File: config.mk
export PLATFORM = sky130hd
export DESIGN_NAME = ustack_top
export DESIGN_NICKNAME = d
export VERILOG_FILES = /design/src/rtl/ustack_pkg.sv /design/src/rtl/ustack_ctrl.sv /design/src/rtl/ustack_regs.sv /design/src/rtl/ustack_top.sv
export SDC_FILE = /design/constraint.sdc
export NUM_CORES = 1
export LEC_CHECK = 0
export BUFFER_PORTS_ARGS = -buffer_cell sky130_fd_sc_hd__clkbuf_2
export CAP_MARGIN = 20
export CORE_UTILIZATION = 62
export CTS_CLUSTER_DIAMETER = 50
export DETAILED_ROUTE_END_ITERATION = 6
export PLACE_DENSITY = 0.84
export RECOVER_POWER = 25
export SKIP_CTS_REPAIR_TIMING = 1
export SLEW_MARGIN = 40
export SYNTH_ARGS = -nofsm -noshare
export SYNTH_HDL_FRONTEND = slang
export SYNTH_SLANG_ARGS = --single-unit
File: constraint.sdc
create_clock -name clk -period 5.9 [get_ports clk]
set_input_delay 1.18 -clock clk [delete_from_list [all_inputs] [get_ports clk]]
set_output_delay 1.18 -clock clk [all_outputs]
set_load 0.01 [all_outputs]
File: src/rtl/ustack_pkg.sv
package ustack_pkg;
  typedef enum logic [1:0] {
    OP_HOLD  = 2'd0,
    OP_PUSH  = 2'd1,
    OP_POP   = 2'd2,
    OP_CLEAR = 2'd3
  } stk_op_e;
endpackage

File: src/rtl/ustack_ctrl.sv
module ustack_ctrl
  import ustack_pkg::*;
#(
  parameter int DEPTH = 5,
  localparam int PW = $clog2(DEPTH + 1)
) (
  input  logic          clk,
  input  logic          clear_i,
  input  logic          push_i,
  input  logic          pop_i,
  output stk_op_e       op_o,
  output logic [PW-1:0] sp_o,
  output logic [PW-1:0] wr_idx_o,
  output logic          wr_en_o,
  output logic          full_n_o
);
  localparam logic [PW-1:0] TOP = PW'(DEPTH);

  logic [PW-1:0] sp_q;
  logic [PW-1:0] sp_d;
  logic          at_top, at_bot;
  logic          full_q;

  assign at_top = (sp_q == TOP);
  assign at_bot = (sp_q == '0);

  always_comb begin
    if (clear_i)              op_o = OP_CLEAR;
    else if (push_i && !pop_i) op_o = OP_PUSH;
    else if (pop_i && !push_i) op_o = OP_POP;
    else                       op_o = OP_HOLD;
  end

  always_comb begin
    sp_d     = sp_q;
    wr_en_o  = 1'b0;
    wr_idx_o = sp_q;
    unique case (op_o)
      OP_CLEAR: sp_d = '0;
      OP_PUSH: begin
        wr_en_o = 1'b1;
        if (!at_top) begin
          sp_d     = sp_q + 1'b1;
          wr_idx_o = sp_q + 1'b1;
        end
      end
      OP_POP:  if (!at_bot) sp_d = sp_q - 1'b1;
      default: sp_d = sp_q;
    endcase
  end

  always_ff @(posedge clk) begin
    sp_q   <= sp_d;
    full_q <= (sp_d == TOP);
  end

  assign sp_o     = sp_q;
  assign full_n_o = ~full_q;

  assert_clear_R1: assert property (@(posedge clk) clear_i |=> (sp_o == '0 && full_n_o));
  assert_full_flag_R3: assert property (@(posedge clk) disable iff (clear_i) 1'b1 |=> (full_n_o == (sp_o != TOP)));
  assert_push_inc_R2: assert property (@(posedge clk) disable iff (clear_i)
    (op_o == OP_PUSH && !at_top) |=> sp_o == $past(sp_o) + 1'b1);
  assert_push_sat_R4: assert property (@(posedge clk) disable iff (clear_i)
    (op_o == OP_PUSH && at_top) |=> sp_o == TOP);
  assert_pop_dec_R5: assert property (@(posedge clk) disable iff (clear_i)
    (op_o == OP_POP && !at_bot) |=> sp_o == $past(sp_o) - 1'b1);
  assert_pop_empty_R6: assert property (@(posedge clk) disable iff (clear_i)
    (op_o == OP_POP && at_bot) |=> (sp_o == '0 && full_n_o));
  assert_both_hold_R8: assert property (@(posedge clk) disable iff (clear_i)
    (push_i && pop_i) |=> $stable(sp_o));
  assert_range_R3: assert property (@(posedge clk) disable iff (clear_i) 1'b1 |=> sp_o <= TOP);
endmodule

File: src/rtl/ustack_regs.sv
module ustack_regs #(
  parameter int DEPTH = 5,
  parameter int AW    = 12,
  localparam int PW = $clog2(DEPTH + 1)
) (
  input  logic          clk,
  input  logic          wr_en_i,
  input  logic [PW-1:0] wr_idx_i,
  input  logic [AW-1:0] wr_data_i,
  input  logic [PW-1:0] rd_idx_i,
  output logic [AW-1:0] rd_data_o
);
  logic [AW-1:0] ent_q [1:DEPTH];
  logic [AW-1:0] rd_mux [0:DEPTH];

  assign rd_mux[0] = '0;

  for (genvar g = 1; g <= DEPTH; g++) begin : g_ent
    always_ff @(posedge clk) begin
      if (wr_en_i && wr_idx_i == PW'(g)) ent_q[g] <= wr_data_i;
    end
    assign rd_mux[g] = (rd_idx_i == PW'(g)) ? ent_q[g] : rd_mux[g-1];
  end

  assign rd_data_o = rd_mux[DEPTH];

  assert_wr_slot_R2: assert property (@(posedge clk)
    wr_en_i |-> (wr_idx_i != '0 && wr_idx_i <= PW'(DEPTH)));
endmodule

File: src/rtl/ustack_top.sv
module ustack_top
  import ustack_pkg::*;
#(
  parameter int DEPTH = 5,
  parameter int AW    = 12,
  localparam int PW = $clog2(DEPTH + 1)
) (
  input  logic          clk,
  input  logic          clear_i,
  input  logic          push_i,
  input  logic          pop_i,
  input  logic [AW-1:0] addr_i,
  output logic [PW-1:0] sp_o,
  output logic [AW-1:0] tos_o,
  output logic          full_n_o
);
  stk_op_e       op;
  logic [PW-1:0] wr_idx;
  logic          wr_en;

  ustack_ctrl #(.DEPTH(DEPTH)) u_ctrl (
    .clk(clk), .clear_i(clear_i), .push_i(push_i), .pop_i(pop_i),
    .op_o(op), .sp_o(sp_o), .wr_idx_o(wr_idx), .wr_en_o(wr_en),
    .full_n_o(full_n_o)
  );

  ustack_regs #(.DEPTH(DEPTH), .AW(AW)) u_regs (
    .clk(clk), .wr_en_i(wr_en), .wr_idx_i(wr_idx), .wr_data_i(addr_i),
    .rd_idx_i(sp_o), .rd_data_o(tos_o)
  );

  assert_empty_zero_R9: assert property (@(posedge clk) disable iff (clear_i)
    1'b1 |=> ((sp_o == '0) -> (tos_o == '0)));
  assert_push_visible_R2: assert property (@(posedge clk) disable iff (clear_i)
    (op == OP_PUSH) |=> tos_o == $past(addr_i));
endmodule

# == Yosys cells after proc, flatten, opt, wreduce, memory -nomap -nowiden ==
# Memories as Yosys holds them, arrays and structs flattened.
# Cells that the tools add are included.
# totals
regBits,4
ramBits,60
inputBits,16
out_inout_bits,16
wordCells,69
memories,1
# memory_table
name,depth,word_bits,rd,rd_clocked_by_memory_dff,write_ports,line,text
u_regs.ent_q,5,12,5,0,1,ustack_regs.sv:13,logic [AW-1:0] ent_q [1:DEPTH];
# op_classes
addsub,2
n_eq_ne,14
mux,35
bitwise_logic,1
n_reduce_logical,14
# ops
op,n
two-way mux 12 bit,9
OR reduction 12 bit,4
two-way mux 3 bit,7
"== test 3 bit, second input constant",5
two-way mux 1 bit,15
"== test 3 x 2 -> 1 bit, second input constant",4
one-hot mux 3 bit (3 select lines),1
logical AND 1 bit,7
"== test 3 x 1 -> 1 bit, second input constant",2
two-way mux 2 bit,3
"== test 2 bit, second input constant",2
"adder 3 x 1 -> 3 bit, second input constant",1
logical NOT 3 bit,1
"subtractor 3 x 1 -> 3 bit, second input constant",1
"== test 2 x 1 -> 1 bit, second input constant",1
logical NOT 1 bit,2
NOT 1 bit,1

# == Depth between registers and ports, before layout ==
# depth
ltp_word,16
mapped_depth,9
depth_no_buf,6

# == Cells and area by module ==
# From an unflattened synthesis, not the netlist that was laid out.
# unflattened
hier_cells,182
hier_area_um2,2857.7
# by_module_without_submodules
mod,instances,cells_per_inst,area_per_inst_um2,seq_area_each_um2
ustack_regs,1,139,2484.9,1801.7
ustack_ctrl,1,43,372.9,80.1

# == Worst setup path before layout ==
# OpenSTA, ideal clock, no wires.
# synth_path
kind,input to register
startpoint,input port pop_i
endpoint,"register, netlist name u_regs.ent_q[0][12]"
setup_ps,412
arrival_ps,2817
required_time_ps,5488
setup_slack_ps,2670
cell_stages,3
path_buffers,0
cell_sequence,nand2b_1 > or2_4 > nor4_1
# synth_rtl
element,line,text
from (decl),ustack_top.sv:11,"input logic pop_i,"

# == Worst setup path after layout ==
# layout_path
startpoint,register u_ctrl.sp_q[0] (netlist: u_ctrl.sp_o[0])
endpoint,output port tos_o[8]
# layout_via
elab_chain_len,6
word_cells_on_any_way,10
classes_between,eq/ne (5); mux (5)
# layout_lines
element,line,text
from (decl),ustack_ctrl.sv:19,logic [PW-1:0] sp_q;
from (signal assigned),ustack_ctrl.sv:53,sp_q <= sp_d;
== test 3 x 1 -> 1 bit,ustack_regs.sv:22,assign rd_mux[g] = (rd_idx_i == PW'(g)) ? ent_q[g] : rd_mux[g-1];
two-way mux 12 bit (4 in a row),ustack_regs.sv:22,
two-way mux 12 bit *,ustack_regs.sv:22,
to (decl),ustack_top.sv:14,"output logic [AW-1:0] tos_o,"
# Mark *: on every way between the ends. The rest lies on a longest branch, timed or not.

==> results.md <==
Synth:
- The portion of synthesized cell area occupied by the leading cell type is around 63%.
- By area the synthesized netlist is led by sky130_fd_sc_hd__edfxtp_1, sky130_fd_sc_hd__a21oi_1, sky130_fd_sc_hd__a22oi_1.
- In the synthesized netlist, mux cells make up less than 1% of the area.
- For this run, the number of Yosys warnings is 0.
- The synthesized netlist devotes a little under a fifth of its cell area to compound gates.
- The flop and latch count out of synthesis is 64.
- The number of nets produced by synthesis is 257.
- The synthesized netlist devotes 2.62% of its cell area to adder and majority cells.
- After synthesis, the largest family of logic cells by area is compound AO/OA/AOI/OAI gates.
- The number of distinct library cells after synthesis is 36.
- After synthesis, the mean cell area works out to about 12 um2.
- The largest total area in the synthesized netlist belongs to sky130_fd_sc_hd__edfxtp_1.
- After Yosys synthesis, and, or, nand and nor cells account for 7.81% of the synthesized area.
- The cell count after synthesis is around 240.
- Of the synthesized area, sequential elements account for about two thirds.
- In this run the cell area of the synthesized design comes to 0.00287 mm2.
- After Yosys synthesis, XOR and XNOR cells account for less than 1% of the synthesized area.

Timing:
- Setup violations remaining at the end of the flow were counted as 0.
- The slew at the pin with the worst max-slew slack is just under 0.8 ns.
- The worst hold-check slack is 0.748 ns.
- The final count of pins violating max slew came to 0.
- Setup repair after global routing left no endpoint under its margin.
- The count of endpoints failing hold in the final timing report is 0.
- The headroom to the max-slew limit is 48.2%.
- For this run, the top clock speed supported by timing is ~250 MHz.
- The minimum setup slack in the final design is roughly 1.9 ns.
- The setup total negative slack is 0 ns.
- The post-route minimum period is 3.96 ns.
- Between clock sinks in the finished design, the worst skew comes to between 0.002 and 0.0025 ns.
- The share of the cycle needed by the critical path after routing is 67.1%.

Power:
- The completed layout was analyzed and its total power is 1.08 mW.
- The switching share of total power is approximately a quarter.
- In this run, the clock network consumes a little over a third of the power.
- In this run the power spent charging and discharging nets is approximately 0.27 mW.
- Dividing total power by cell area gives a power density of around 330 mW/mm2.
- The internal cell power is slightly above 0.8 mW.
- The portion of total power attributed to combinational logic is around 16%.
- The maximum ir drop on the vdd rail is 0.218 mV.
- The static leakage is about 1.1 nW.
- Sequential cells burn 48.0% of the power.

Place:
- The congestion estimate from routability-driven global placement came to about 0.76.
- The count of input and output buffers is 31.
- The worst slack after detailed placement is between 2 and 2.5 ns.
- The wire-length estimate of the detail-placed layout is ~3400 um.

Setup path:
- Traced cell by cell, the critical path runs through ha_1 -> and2_1 -> a32oi_1 -> o21ai_0 -> clkbuf_2.
- The maximum fanout along the worst path is 20.
- The worst setup path is of the reg -> out kind.
- The worst register-to-register path has a setup slack of ~3 ns.
- The worst register-to-register path ends at u_regs.ent_q[0][53].
- The worst endpoint data arrival time is ~2.8 ns.
- STA classifies the critical path endpoint as an output pin.
- For the worst setup path, the data required time is approximately 4.7 ns.
- The slowest cell on the critical path is sky130_fd_sc_hd__ha_1.
- The kind of start point of the critical path is a register.
- In this run the critical register-to-register path is launched from u_ctrl.sp_o[0].
- The depth of the worst register-to-register path is 5.
- In this design, the stage delay of the slowest critical-path cell is around 0.73 ns.

Floorplan:
- The number of placement rows is 24.
- The effective utilization at floorplan is 65.0%.
- In this run the standard cell core region covers 0.00441 mm2.
- The width of the chip is 70.0 um.
- The die area is slightly below 0.005 mm2.
- The I/O pin count is 32.
- From bottom edge to top edge, the die measures between 70 and 80 um.

Global routing:
- The maximum number of pins on one net before global-route repair is 38.
- The number of antenna violations at the first check in global routing is 0.
- After global routing the overflow that remains totals 0.
- For this run, the total global-route usage over all layers was measured as around 24%.
- The number of global-route vias before repair is between 1500 and 2000.
- The first-pass GRT wire length is approximately 8800 um.

Clock tree:
- The clock tree synthesis step divided the H-tree into 3 levels.
- The cell sitting at the root of the clock tree is a sky130_fd_sc_hd__clkbuf_8.
- The clock-pin slew of the registers on the worst-case setup and hold paths is roughly 0.06 ns.
- Clock latency on the worst-skew pair, taken at its later pin, is ~0.33 ns.
- The clock net in this run drives a total of 64 sinks.
- The number of buffers created by CTS is 9.
- The clock passes through at most 2 buffers.
- TritonCTS built the clock tree.

Min path:
- The worst hold path begins at u_ctrl.sp_o[0].
- The hold path depth is 2.
- The path with the worst hold slack has its endpoint at u_ctrl.sp_o[0].
- The classification of the worst-slack hold path is reg -> reg.

Finish:
- In the final layout, the share of cells above drive strength 1 is between 10% and 20%.
- The most frequent standard cell in the layout excluding fill and tap cells is sky130_fd_sc_hd__edfxtp_1.
- The area of combinational cells with multiple inputs is ~870 um2.
- At the end of the flow, the number of nets in the layout was about 290.
- The number of diodes is 0.
- The post-route core utilization is roughly three quarters.
- The sequential cell area is 0.00188 mm2.
- Leaving out fill and tap cells, the most frequent cells in the layout are sky130_fd_sc_hd__edfxtp_1, sky130_fd_sc_hd__a21oi_1, sky130_fd_sc_hd__clkbuf_2, sky130_fd_sc_hd__o21ai_0, sky130_fd_sc_hd__nand2_1.
- The area growth from synthesis to layout is 13.3%.
- The number of fill cells is roughly 300.

Drt:
- The number of detailed-routing iterations run before antenna repair is 5.
- The final route contains slightly above 2000 vias.
- For this block, the initial DRC count from the detailed router was 203.
- The vias per cell is between 6 and 7.
- Once detail routing completed, the nets flagged for antenna violations numbered 0.
- The final wirelength is between 5000 and 6000 um.
- The final routed wire length divided by cell count is ~18 um.
- For this run, design rule violations remaining after detail routing come to 0.

Flow run:
- Across the run, the number of max-cap violations was 0.

Run status:
- The run finished with clean final reports.
-- sequential cells by signal, summed over array words and instances, names as in the netlist --
| register | flops |
|---|---|
| u_regs.ent_q | 60 |
| u_ctrl.sp_o | 3 |
| u_ctrl.full_q | 1 |
-- routing by layer --
metal  vias to the layer above  GRT usage (%)  share of wire [%]
li1                        949              -                  -
met2                        96           38.4                 50
met3                        14           6.64                7.6
met5                         -              0                  0
met1                       959           29.1                 40
met4                         0           17.8                2.4
-- per-stage QoR --
stage / instance area (um2) / cells
floorplan: 2870 / 235
global route: 3250 / 323
global placement: 3050 / 307
detailed placement: 3050 / 307
finish: 3250 / 323
CTS: 3260 / 323
-- cells by family (layout without fill, tap and decap cells) --
kind of cell | Yosys count | count (layout)
AO/OA/AOI/OAI | 91 | 91
flip-flops | 64 | 64
AND/OR/NAND/NOR | 42 | 42
XOR/XNOR | 1 | 1
multiplexers | 1 | 1
buffers and inverters | 30 | 66
adder cells (fa/ha/maj) | 6 | 6
-- power by group through the flow --
stage          sequential (mW)  clock [mW]  combinational (mW)
3_3_place_gp             0.527           0               0.169
2_1_floorplan            0.525           0               0.118
3_5_place_dp             0.528           0               0.173
4_1_cts                  0.518       0.390               0.174
6_report                 0.519       0.386               0.176
5_1_grt                  0.520       0.407               0.191
-- synthesized netlist by cell type, drive strengths merged --
master,instances
and2,2
and3,2
a2111oi,1
nand4bb,1
nand2b,4
nand2,19
a22oi,18
nand3b,2
nor4,2
a32oi,3
nor2b,2
ha,6
o2bb2ai,1
or4,1
or2b,1
xnor2,1
or2,1
a31oi,1
nor2,4
a211oi,1
inv,16
o31ai,1
dfxtp,4
nand3,1
o21ai,28
mux2i,1
clkbuf,5
a221oi,1
edfxtp,60
a21oi,36
buf,9
-- area by class of cell --
cell class                      count  area share (%)
Clock inverter                      5            2.19
Clock buffer                       11            4.04
Sequential cell                    64            57.9
Inverter                           16            1.85
Multi-Input combinational cell    141            26.9
Timing Repair Buffer               34            5.16
Tap cell                           52            2.00
-- worst max path at each step --
stage | to | slack [ns] | cells after the start | start
final | tos_o[8] | 1.94 | 5 | u_ctrl.sp_o[0]
after global routing | tos_o[11] | 1.75 | 6 | u_ctrl.sp_o[0]
after CTS | tos_o[1] | 1.75 | 6 | u_ctrl.sp_o[0]
after detailed placement | tos_o[1] | 2.15 | 6 | u_ctrl.sp_o[0]
after global placement | tos_o[1] | 2.07 | 5 | u_ctrl.sp_o[2]
after floorplan | u_regs.ent_q[0][12] | 2.67 | 3 | pop_i
-- critical path, delay by kind of cell (launching register included) --
family                     cells  cell delay [ns]
DFF                            1             0.51
adders and majority gates      1             0.73
AOI/OAI and AO/OA              2             0.33
buffers and inverters          1             0.17
and+or+nand+nor                1             0.69
Power figures use the tool's default switching activity.
